**config.mk**
```make
export PLATFORM = sky130hd
export DESIGN_NAME = pgm_engine
export DESIGN_NICKNAME = d
export VERILOG_FILES = /design/src/rtl/pgm_pkg.sv /design/src/rtl/pgm_page_buf.sv /design/src/rtl/pgm_spi_tx.sv /design/src/rtl/pgm_seq.sv /design/src/rtl/pgm_engine.sv
export SDC_FILE = /design/constraint.sdc
export NUM_CORES = 2
export LEC_CHECK = 0
export ABC_AREA = 1
export ABC_CLOCK_PERIOD_IN_PS = 3600
export BUFFER_PORTS_ARGS = -buffer_cell sky130_fd_sc_hd__buf_2
export CAP_MARGIN = 20
export CORE_MARGIN = 3
export CORE_UTILIZATION = 46
export DETAILED_ROUTE_END_ITERATION = 10
export PLACE_DENSITY_LB_ADDON = 0.12
export SETUP_SLACK_MARGIN = 0.05
export SYNTH_ARGS = -nofsm -noshare
export SYNTH_HDL_FRONTEND = slang
export SYNTH_SLANG_ARGS = --single-unit
```
**constraint.sdc**
```tcl
create_clock -name clk -period 3.6 [get_ports clk]
set_clock_uncertainty 0.05 [all_clocks]
set_input_delay 0.18 -clock clk [delete_from_list [all_inputs] [get_ports clk]]
set_output_delay 0.18 -clock clk [all_outputs]
set_load 0.02 [all_outputs]
```
**src/rtl/pgm_pkg.sv**
```systemverilog
`timescale 1ns/1ps
package pgm_pkg;
  localparam logic [3:0] RA_CTRL  = 4'd0;
  localparam logic [3:0] RA_OPC   = 4'd1;
  localparam logic [3:0] RA_ADR0  = 4'd2;
  localparam logic [3:0] RA_WBYTE = 4'd6;
  localparam logic [3:0] RA_MODE  = 4'd7;
  localparam logic [3:0] RA_BUS   = 4'd8;
  localparam int ADR_REGS     = 4;
  localparam int CTRL_GO_BIT  = 4;
  localparam int MODE_BUF_BIT = 0;
  localparam int MODE_NOPOLL  = 5;
  localparam int MODE_NOWREN  = 7;
  localparam int BUS_WIDE_BIT = 4;
  typedef enum logic {SEQ_IDLE = 1'b0, SEQ_RUN = 1'b1} seq_state_e;
endpackage

```
**src/rtl/pgm_page_buf.sv**
```systemverilog
`timescale 1ns/1ps
module pgm_page_buf #(
  parameter int PAGE_BYTES = 128,
  parameter int WORD_BYTES = 4
) (
  input  logic                    clk,
  input  logic                    rst_n,
  input  logic                    clr,
  input  logic                    wr_en,
  input  logic [8*WORD_BYTES-1:0] wr_word,
  input  logic [$clog2(PAGE_BYTES)-1:0] rd_idx,
  output logic [7:0]              rd_byte
);
  localparam int WORDS = PAGE_BYTES / WORD_BYTES;
  localparam int IW    = $clog2(WORDS);
  localparam int PW    = $clog2(WORDS + 1);
  localparam int BW    = $clog2(PAGE_BYTES);
  localparam int LW    = $clog2(WORD_BYTES);

  logic [8*WORD_BYTES-1:0] mem [WORDS];
  logic [PW-1:0]           wptr;
  logic                    full;
  logic [8*WORD_BYTES-1:0] rd_word;

  assign full = (wptr == PW'(WORDS));

  always_ff @(posedge clk) begin
    if (!rst_n) begin
      wptr <= '0;
      for (int i = 0; i < WORDS; i++) mem[i] <= '0;
    end else if (clr) begin
      wptr <= '0;
    end else if (wr_en && !full) begin
      mem[wptr[IW-1:0]] <= wr_word;
      wptr <= wptr + PW'(1);
    end
  end

  assign rd_word = mem[rd_idx[BW-1:LW]];
  assign rd_byte = rd_word[{rd_idx[LW-1:0], 3'b000} +: 8];


  full_hold_chk: assert property (@(posedge clk) disable iff (!rst_n)
    (full && !clr) |=> full);
endmodule

```
**src/rtl/pgm_spi_tx.sv**
```systemverilog
`timescale 1ns/1ps
module pgm_spi_tx #(
  parameter int SCK_HALF = 2
) (
  input  logic       clk,
  input  logic       rst_n,
  input  logic       tx_valid,
  input  logic [7:0] tx_data,
  input  logic       tx_last,
  output logic       tx_ready,
  output logic       done,
  output logic       sclk,
  output logic       mosi,
  output logic       cs_n
);
  localparam int CW = $clog2(SCK_HALF + 1);

  logic [7:0]    hold, shreg;
  logic          hold_last, hold_full, last_r;
  logic          active, loaded, phase;
  logic [CW-1:0] hcnt;
  logic [2:0]    bidx;
  logic          half_end, byte_end, do_load;

  assign half_end = (hcnt == CW'(SCK_HALF - 1));
  assign byte_end = active && loaded && half_end && phase && (bidx == 3'd7);
  assign do_load  = hold_full && (!active || !loaded || (byte_end && !last_r));
  assign tx_ready = !hold_full;

  always_ff @(posedge clk) begin
    if (!rst_n) begin
      hold <= '0; hold_last <= 1'b0; hold_full <= 1'b0;
      shreg <= '0; last_r <= 1'b0; active <= 1'b0; loaded <= 1'b0;
      phase <= 1'b0; hcnt <= '0; bidx <= '0; done <= 1'b0;
    end else begin
      done <= 1'b0;
      if (tx_valid && !hold_full) begin
        hold      <= tx_data;
        hold_last <= tx_last;
        hold_full <= 1'b1;
      end
      if (do_load) begin
        shreg     <= hold;
        last_r    <= hold_last;
        hold_full <= 1'b0;
        active    <= 1'b1;
        loaded    <= 1'b1;
        phase     <= 1'b0;
        hcnt      <= '0;
        bidx      <= '0;
      end else if (active && loaded) begin
        if (!half_end) begin
          hcnt <= hcnt + CW'(1);
        end else begin
          hcnt <= '0;
          if (!phase) begin
            phase <= 1'b1;
          end else begin
            phase <= 1'b0;
            if (bidx == 3'd7) begin
              loaded <= 1'b0;
              if (last_r) begin
                active <= 1'b0;
                done   <= 1'b1;
              end
            end else begin
              shreg <= {shreg[6:0], 1'b0};
              bidx  <= bidx + 3'd1;
            end
          end
        end
      end
    end
  end

  assign cs_n = !active;
  assign sclk = active && loaded && phase;
  assign mosi = shreg[7];


  mosi_stable_chk: assert property (@(posedge clk) disable iff (!rst_n)
    (sclk && $past(sclk)) |-> $stable(mosi));

  done_window_chk: assert property (@(posedge clk) disable iff (!rst_n)
    done |-> (cs_n && !$past(cs_n)));
endmodule

```
**src/rtl/pgm_seq.sv**
```systemverilog
`timescale 1ns/1ps
module pgm_seq #(
  parameter int PAGE_BYTES = 128,
  parameter int ADDR_MAX   = 4
) (
  input  logic                    clk,
  input  logic                    rst_n,
  input  logic                    go,
  input  logic                    buf_mode,
  input  logic                    wide_addr,
  input  logic [7:0]              opcode,
  input  logic [8*ADDR_MAX-1:0]   addr,
  input  logic [7:0]              wbyte,
  input  logic [7:0]              buf_byte,
  output logic [$clog2(PAGE_BYTES)-1:0] buf_idx,
  output logic                    tx_valid,
  output logic [7:0]              tx_data,
  output logic                    tx_last,
  input  logic                    tx_ready,
  input  logic                    tx_done,
  output logic                    busy,
  output logic                    finished
);
  import pgm_pkg::*;
  localparam int TW = $clog2(ADDR_MAX + PAGE_BYTES + 3);
  localparam int BW = $clog2(PAGE_BYTES);

  seq_state_e              state;
  logic [TW-1:0]           idx, total, nab, aoff;
  logic                    mode_r, wide_r;
  logic [8*ADDR_MAX-1:0]   ashift;

  always_ff @(posedge clk) begin
    if (!rst_n) begin
      state <= SEQ_IDLE; idx <= '0; total <= '0; mode_r <= 1'b0; wide_r <= 1'b0;
    end else if (state == SEQ_IDLE) begin
      if (go) begin
        state  <= SEQ_RUN;
        idx    <= '0;
        mode_r <= buf_mode;
        wide_r <= wide_addr;
        total  <= TW'(1) + (wide_addr ? TW'(ADDR_MAX) : TW'(ADDR_MAX - 1))
                         + (buf_mode ? TW'(PAGE_BYTES) : TW'(1));
      end
    end else begin
      if (tx_valid && tx_ready) idx <= idx + TW'(1);
      if (tx_done) state <= SEQ_IDLE;
    end
  end

  assign busy     = (state == SEQ_RUN);
  assign finished = busy && tx_done;
  assign nab      = wide_r ? TW'(ADDR_MAX) : TW'(ADDR_MAX - 1);
  assign aoff     = nab - idx;
  assign ashift   = addr >> {aoff, 3'b000};
  assign buf_idx  = BW'(idx - nab - TW'(1));
  assign tx_valid = busy && (idx < total);
  assign tx_last  = (idx == total - TW'(1));

  always_comb begin
    if (idx == '0)      tx_data = opcode;
    else if (idx <= nab) tx_data = ashift[7:0];
    else if (mode_r)    tx_data = buf_byte;
    else                tx_data = wbyte;
  end


  last_once_chk: assert property (@(posedge clk) disable iff (!rst_n)
    (tx_valid && tx_ready && tx_last) |=> !tx_valid);
endmodule

```
**src/rtl/pgm_engine.sv**
```systemverilog
`timescale 1ns/1ps
module pgm_engine #(
  parameter int PAGE_BYTES = 128,
  parameter int WORD_BYTES = 4,
  parameter int SCK_HALF   = 2
) (
  input  logic                    clk,
  input  logic                    rst_n,
  input  logic                    reg_we,
  input  logic [3:0]              reg_addr,
  input  logic [7:0]              reg_wdata,
  output logic [7:0]              reg_rdata,
  input  logic                    page_valid,
  input  logic [8*WORD_BYTES-1:0] page_data,
  output logic                    page_ready,
  output logic                    spi_sclk,
  output logic                    spi_cs_n,
  output logic                    spi_mosi
);
  import pgm_pkg::*;
  localparam int BW = $clog2(PAGE_BYTES);

  logic [7:0]            opc_q, wbyte_q;
  logic [7:0]            adr_q [ADR_REGS];
  logic [8*ADR_REGS-1:0] addr_vec;
  logic                  buf_req, buf_mode, no_poll, no_wren, wide_q;
  logic                  go, busy, finished, buf_clr;
  logic [BW-1:0]         buf_idx;
  logic [7:0]            buf_byte, tx_data;
  logic                  tx_valid, tx_last, tx_ready, tx_done;

  always_ff @(posedge clk) begin
    if (!rst_n) begin
      opc_q <= '0; wbyte_q <= '0; buf_req <= 1'b0; buf_mode <= 1'b0;
      no_poll <= 1'b0; no_wren <= 1'b0; wide_q <= 1'b0;
      for (int i = 0; i < ADR_REGS; i++) adr_q[i] <= '0;
    end else begin
      if (!busy) buf_mode <= buf_req;
      if (reg_we) begin
        case (reg_addr)
          RA_OPC:   opc_q   <= reg_wdata;
          RA_WBYTE: wbyte_q <= reg_wdata;
          RA_MODE: begin
            buf_req <= reg_wdata[MODE_BUF_BIT];
            no_poll <= reg_wdata[MODE_NOPOLL];
            no_wren <= reg_wdata[MODE_NOWREN];
          end
          RA_BUS:   wide_q  <= reg_wdata[BUS_WIDE_BIT];
          default: begin
            for (int i = 0; i < ADR_REGS; i++)
              if (reg_addr == RA_ADR0 + 4'(i)) adr_q[i] <= reg_wdata;
          end
        endcase
      end
    end
  end

  for (genvar g = 0; g < ADR_REGS; g++) begin : g_addr
    assign addr_vec[8*g +: 8] = adr_q[g];
  end

  always_comb begin
    reg_rdata = '0;
    case (reg_addr)
      RA_CTRL:  reg_rdata[CTRL_GO_BIT] = busy;
      RA_OPC:   reg_rdata = opc_q;
      RA_WBYTE: reg_rdata = wbyte_q;
      RA_MODE: begin
        reg_rdata[MODE_BUF_BIT] = buf_mode;
        reg_rdata[MODE_NOPOLL]  = no_poll;
        reg_rdata[MODE_NOWREN]  = no_wren;
      end
      RA_BUS:   reg_rdata[BUS_WIDE_BIT] = wide_q;
      default: begin
        for (int i = 0; i < ADR_REGS; i++)
          if (reg_addr == RA_ADR0 + 4'(i)) reg_rdata = adr_q[i];
      end
    endcase
  end

  assign go         = reg_we && (reg_addr == RA_CTRL) && reg_wdata[CTRL_GO_BIT];
  assign page_ready = buf_mode && !busy;
  assign buf_clr    = finished || (!busy && buf_req && !buf_mode);

  pgm_page_buf #(.PAGE_BYTES(PAGE_BYTES), .WORD_BYTES(WORD_BYTES)) u_buf (
    .clk(clk), .rst_n(rst_n), .clr(buf_clr),
    .wr_en(page_valid && page_ready), .wr_word(page_data),
    .rd_idx(buf_idx), .rd_byte(buf_byte));

  pgm_seq #(.PAGE_BYTES(PAGE_BYTES), .ADDR_MAX(ADR_REGS)) u_seq (
    .clk(clk), .rst_n(rst_n), .go(go), .buf_mode(buf_mode), .wide_addr(wide_q),
    .opcode(opc_q), .addr(addr_vec), .wbyte(wbyte_q), .buf_byte(buf_byte),
    .buf_idx(buf_idx), .tx_valid(tx_valid), .tx_data(tx_data), .tx_last(tx_last),
    .tx_ready(tx_ready), .tx_done(tx_done), .busy(busy), .finished(finished));

  pgm_spi_tx #(.SCK_HALF(SCK_HALF)) u_tx (
    .clk(clk), .rst_n(rst_n), .tx_valid(tx_valid), .tx_data(tx_data),
    .tx_last(tx_last), .tx_ready(tx_ready), .done(tx_done),
    .sclk(spi_sclk), .mosi(spi_mosi), .cs_n(spi_cs_n));


  go_clear_chk: assert property (@(posedge clk) disable iff (!rst_n)
    $fell(busy) |-> spi_cs_n);

  mode_hold_chk: assert property (@(posedge clk) disable iff (!rst_n)
    (busy && $past(busy)) |-> $stable(buf_mode));
endmodule

```
## Yosys cells after proc, flatten, opt, wreduce, memory -nomap -nowiden

Memory sizes are Yosys's and may differ from the RTL's.
Index checks and enable logic that the tools add are counted.

| operators by class | value |
|---|---|
| add/sub/neg operators | 10 |
| $lt $le $gt $ge | 2 |
| equal/unequal tests | 14 |
| shift operators | 2 |
| multiplexer cells | 73 |
| bitwise gates (word level) | 10 |
| reductions and logical operators | 53 |

Operators with widths:

| kind | number |
|---|---|
| 8-bit two-way mux | 20 |
| 1-bit two-way mux | 42 |
| 32-bit two-way mux | 1 |
| 32-bit OR reduction | 1 |
| 32-bit by 6-bit variable part select with 8-bit output | 1 |
| 32-bit by 11-bit >> shifter with 8-bit output | 1 |
| 1-bit logical AND | 17 |
| 4-bit by 3-bit equality test with 1-bit output, second input constant | 4 |
| 2-bit AND reduction | 7 |
| 1-bit case mux with 4 select lines | 3 |
| 4-bit AND reduction | 3 |
| 2-bit nonzero test | 6 |
| 3-bit case mux with 3 select lines | 1 |
| 2-bit by 8-bit adder with 8-bit output, first input constant | 1 |
| 8-bit by 1-bit adder with 8-bit output, second input constant | 1 |
| 8-bit adder | 1 |
| 4-bit by 2-bit equality test with 1-bit output, second input constant | 2 |
| 8-bit equality test | 1 |
| 8-bit by 3-bit less-or-equal comparator with 1-bit output | 1 |
| 8-bit zero test | 1 |
| 8-bit < comparator | 1 |
| 3-bit by 8-bit subtractor with 8-bit output | 1 |
| 8-bit by 1-bit subtractor with 8-bit output, second input constant | 1 |
| 1-bit zero test | 7 |
| other kinds (26) | 39 |

| storage, ports and cells | value |
|---|---|
| register bits | 74 |
| RAM bits | 1056 |
| bits of input ports | 48 |
| output and inout bits | 12 |
| word-level logic and storage cells | 190 |
| memories kept | 2 |

Memory list:

| memory | depth | bits a word | read ports | clocked after Yosys merged registers in | write ports | RTL line | text |
|---|---|---|---|---|---|---|---|
| u_buf.mem | 32 | 32 | 1 | 0 | 32 | pgm_page_buf.sv:20 | `logic [8*WORD_BYTES-1:0] mem [WORDS];` |
| adr_q | 4 | 8 | 4 | 0 | 4 | pgm_engine.sv:24 | `logic [7:0] adr_q [ADR_REGS];` |

## Depth between registers and ports, before layout

| depth | value |
|---|---|
| depth after elaboration | 10 |
| gate-level depth with buffers | 21 |
| depth with buffers taken out | 19 |

## Modules after synthesis

A second synthesis with hierarchy kept.

| unflattened totals | value |
|---|---|
| cell total of the unflattened synthesis | 5531 |
| area total of the unflattened synthesis | 52300.2 sq um |

By module, submodules not included:

| module | instances | cells each | area an instance (sq um) | seq. area each (sq um) |
|---|---|---|---|---|
| pgm_page_buf | 1 | 4745 | 46766.1 | 30869.6 |
| pgm_engine | 1 | 319 | 2509.9 | 1381.3 |
| pgm_seq | 1 | 309 | 1796.7 | 280.3 |
| pgm_spi_tx | 1 | 158 | 1227.4 | 560.5 |

## Worst setup path before layout

No wires, ideal clock.

| timing path | value |
|---|---|
| kind | register -> register |
| start | register u_buf.wptr[0] |
| end | memory u_buf.mem[10][0] (netlist name) (enable) |
| setup time | 0.389 ns |
| arrival time | 2.392 ns |
| required time | 3.161 ns |
| slack | 0.768 ns |
| stages on the path, launching flop included | 11 |
| path buffers | 1 |
| period minus slack after synthesis | 2.832 ns |
| cell sequence | dfxtp_1 -> inv_1 -> ha_1 -> nand3_1 -> nand2_1 -> inv_1 -> nand2_1 -> nor2_1 -> nand2_1 -> clkbuf_1 -> nand2_1 |

RTL lines:

| element | RTL line | text |
|---|---|---|
| start, declared | pgm_page_buf.sv:21 | `logic [PW-1:0] wptr;` |
| start signal, assigned | pgm_page_buf.sv:35 | `wptr <= wptr + PW'(1);` |
| end, declared | pgm_page_buf.sv:20 |  |

## Worst setup path in the final report

| timing path | value |
|---|---|
| start | register u_seq.wide_r |
| end | register u_tx.hold[7] |

| between the ends | value |
|---|---|
| cells in the longest elaborated chain, start to end | 8 |
| elaborated cells between the ends (all ways) | 11 |
| classes of those cells | 3 x add/sub; 1 x order compare; 2 x shift; 4 x mux; 1 x memory |

Ends and longest elaborated chain:

| element | RTL line | text |
|---|---|---|
| start, declared | pgm_seq.sv:30 | `logic mode_r, wide_r;` |
| start signal, assigned | pgm_seq.sv:41 | `wide_r <= wide_addr;` |
| 3-bit two-way mux * | pgm_seq.sv:53 | `assign nab = wide_r ? TW'(ADDR_MAX) : TW'(ADDR_MAX - 1);` |
| 7-bit subtractor | pgm_seq.sv:56 | `assign buf_idx = BW'(idx - nab - TW'(1));` |
| 7-bit by 1-bit subtractor with 7-bit output | pgm_seq.sv:56 |  |
| memory read 32 x 32 bit | n/a |  |
| 32-bit by 6-bit variable part select with 8-bit output | pgm_page_buf.sv:40 | `assign rd_byte = rd_word[{rd_idx[LW-1:0], 3'b000} +: 8];` |
| 8-bit two-way mux | pgm_seq.sv:63 | `else if (mode_r) tx_data = buf_byte;` |
| 8-bit two-way mux * | pgm_seq.sv:62 | `else if (idx <= nab) tx_data = ashift[7:0];` |
| 8-bit two-way mux * | pgm_seq.sv:61 | `if (idx == '0) tx_data = opcode;` |
| end signal, assigned | pgm_spi_tx.sv:38 | `hold <= tx_data;` |
| end, declared | pgm_spi_tx.sv:18 | `logic [7:0] hold, shreg;` |

Every way passes the cells marked *; elsewhere a longest branch is shown, timed or not.
A chain may end at the register's enable or synchronous reset.

==> run_results.csv <==
group,metric,value,unit
setup_path,startpoint_type,"flip-flop",
flow_run,drv_cap,0,
timing,fin_crit_sh,0.970,
pwr,combPwrFrac,0.049,
setup_path,cp_cell_sequence,"ha_1 -> fa_2 -> nand2_2 -> nand2_2 -> xor2_4 -> buf_12 -> inv_8 -> buf_16 -> buf_4 -> nand3_1 -> nand3_2 -> nand3_2 -> nand3_1 -> nand3_1 -> nand3_1 -> nand2_1 -> nand2_1 -> nand2_1 -> a21oi_1",
pwr,pwr-share-clk,0.449,
setup_path,slowest_delay,0.39,ns
final_layout,multiInputGateArea,16800,sq um
logic_synthesis,synth_area_leader_cell,"edfxtp_1",
timing,hold_viol_final,0,
logic_synthesis,synth_seq_cells,1125,
setup_path,path_class,"reg -> reg",
clock_network,path_clk_slew,0.06,ns
drt,drt_iter0_markers,5027,
setup_path,cpMostUsedCell,"nand3_1",
clock_network,cts_tree,"built",
drt,drc_errors,0,
logic_synthesis,yosysMostFrequentCell,"nand2_1",
die,core,113000,sq um
timing,layout_setup_ws,0.109,ns
final_layout,syn_to_final_growth,16.0,%
global_routing,globalRouteTotalUtil,0.300,
global_routing,grt_max_degree,72,
global_routing,grt_overflow,0,
global_routing,grt_util_met1,0.428,
setup_path,cp.required,4.23,ns
pwr,p_seq_frac,0.502,
logic_synthesis,yosysWarningCount,0,
clock_network,cts_buffers,130,
logic_synthesis,ys_seq_area_frac,0.630,
drt,ant_nets,0,
global_routing,first_global_vias,39200,
drt,dr_total_vias,41900,
logic_synthesis,synth_edf_count,1056,
logic_synthesis,yosys.cell_types.count,35,
timing,rsz0062_at_grt,"true",
die,die_w,344,um
die,initial_core_util,0.465,
setup_path,cp-end-kind,"flip-flop",
placement,port_buffers,59,
pwr,power.switching,6.67,mW
placement,place_inst,7196,
logic_synthesis,syn_avg_cell_area,9.05,sq um
final_layout,finalCoreUtilization,0.540,
logic_synthesis,synth_area,52600,sq um
logic_synthesis,synth_top_flop_cell,"edfxtp_1",
global_routing,use_met3,0.0520,
timing,worst_slew_pin_slew,1.19,ns
placement,pre_cts_ws,-0.171,ns
timing,fmax,286,MHz
timing,finalCriticalPeriod,3.49,ns
die,dieHeight,344,um
logic_synthesis,synth_area_leaders,"edfxtp_1 60%, nand2_1 12%, nor2_1 8.5%",
logic_synthesis,syn_nets,5879,
drt,detail_route.wl_per_cell,24.1,um
clock_network,cts-root-buf,"clkbuf_16",
die,num_rows,123,
outcome,outcome,"finished clean",
logic_synthesis,synth_top_cells_by_count,"1631 x nand2_1, 1196 x nor2_1, 1056 x edfxtp_1",
final_layout,fill_cells,10200,
timing,slew_headroom,0.201,
min_path,hold_class,"in -> reg",
setup_path,critPathSlowestCell,"fa_2",
final_layout,seq_area,33100,sq um
drt,wl,180000,um
logic_synthesis,async_flop_share,0,
placement,hpwl,108000,um
clock_network,cts.path.max_buffers,3,
drt,dr.pass1.iters,6,
timing,finalMaxSlewViolations,0,
clock_network,cts.sinks,1125,
pwr,p_leak,25.1,nW
timing,setup_viol,0,
final_layout,fin_cells,7474,
global_routing,grt.busiest_layer,"met2",
setup_path,cp_max_fo,16,
logic_synthesis,netlist_instances,5809,
pwr,p_total,29.5,mW
logic_synthesis,synth_top_area_share,0.603,
placement,place_congestion,0.940,
global_routing,grtUsageMet2,0.456,
pwr,ir_worst_vdd,399,uV
final_layout,antenna_cells,0,
clock_network,h-tree-depth,4,
pwr,intPower,22.8,mW
pwr,p_sw_frac,0.226,
die,dieArea,118000,sq um
drt,via_per_inst,5.60,
clock_network,clock_latency,0.75,ns
final_layout,layout-drive-gt1-share,0.104,
final_layout,nNetsFinal,5940,
global_routing,grt_pass1_wl,261000,um
pwr,power_density,483,nW/um^2
setup_path,cp_data_arrival_time,4.12,ns
die,ioPinCount,60,
global_routing,antenna_found_initial,1,
-- power groups by stage --
stage                     clock network (mW)  registers (mW)  logic, mW
after floorplan                            0            15.0      0.744
after global placement                     0            15.1       1.37
after detailed placement                   0            15.1       1.39
after CTS                               13.4            14.8       1.42
after global routing                    13.9            14.8       1.55
final                                   13.2            14.8       1.45
-- sequential cells by signal (all words and copies together) (netlist names), 2 cells and up --
name	flops
opc_q	8
u_tx.hcnt	2
u_seq.total	3
u_tx.shreg	8
u_seq.idx	8
adr_q	32
u_tx.hold	8
u_buf.mem	1024
wbyte_q	8
u_buf.wptr	6
u_tx.bidx	3
-- critical path: cells and delay by family, from the launching register on --
| family | cells | cell delay, ns |
|---|---|---|
| compound gates | 1 | 0.11 |
| fa+ha+maj | 2 | 0.64 |
| simple gates | 11 | 1.35 |
| xor+xnor | 1 | 0.18 |
| buf+inv | 4 | 0.70 |
| flops | 1 | 0.34 |
-- layout make-up --
cell class / count / area share
clock buffers: 160 / 0.0574
clock inverters: 76 / 0.0119
inverters: 351 / 0.0217
multi-input cells: 3894 / 0.276
flip-flops and latches: 1125 / 0.543
well taps: 1500 / 0.0308
repair buffers: 368 / 0.0601
-- logic make-up (layout without fill, tap and decap cells) --
family / count (synthesis) / after routing / share of synthesized area
and+or+nand+nor: 3443 / 3443 / 0.261
DFF: 1125 / 1125 / 0.630
buffers and inverters: 790 / 955 / 0.0608
AOI/OAI and AO/OA: 425 / 425 / 0.0424
adders and majority gates: 22 / 22 / 0.00538
xor gates and xnor gates: 4 / 4 / 0.000809
-- cells in the final DEF, fill, tap and decap left out, drive strengths merged, types with 3 or more instances in the layout --
cell type    synthesis  final
nand3              590    590
nor2              1196   1196
nand2             1634   1634
dfxtp               69     69
a221oi              10     10
buf                169    337
a211oi               5      5
bufinv               0     12
inv                350    354
nor3                15     15
clkinv               1     61
o22ai                5      5
nand4                3      3
ha                  21     21
clkbuf             270    167
o21ai              289    289
o2111ai              4      4
xor2                 3      3
edfxtp            1056   1056
and3                 3      3
dlygate4sd3          0     24
a31oi                8      8
a21oi               99     99
-- per-stage QoR --
step	cell area, sq um	setup TNS, ns	hold WS, ns
final	61000	0	0.0333
after global routing	61000	0	0.0400
after CTS	60400	0	0.00122
after detailed placement	55600	-0.859	0.377
after global placement	55500	-0.863	0.369
after floorplan	52600	0	0.295
-- timing repair --
action / in CTS / in global routing
hold buffers: 24 / 0
cloned: 1 / 7
resized for setup: 55 / 69
hold endpoints to repair: 86 / 0
endpoints found under the setup margin: 8 / 8
pin swaps: 2 / 4
buffers inserted: 5 / 4
-- worst paths after layout --
| check | end | slack [ns] | cells after the start | startpoint |
|---|---|---|---|---|
| min | u_buf.mem[2][16] | 0.03 | 4 | page_data[16] |
| max | u_tx.hold[7] | 0.11 | 19 | u_seq.wide_r |
| max reg2reg | u_tx.hold[7] | 0.11 | 19 | u_seq.wide_r |
| min reg2reg | u_tx.hcnt[1] | 0.38 | 2 | u_tx.hcnt[1] |
-- layer usage --
layer | vias to the layer above | wire length (um) | part of all wire
li1 | 19100 | - | -
met1 | 20300 | 74800 | 0.42
met2 | 2114 | 80300 | 0.45
met3 | 323 | 17300 | 0.096
met4 | 2 | 7480 | 0.042
met5 | - | 13 | 0.000072
No activity file was read; power rests on OpenSTA's default activity.
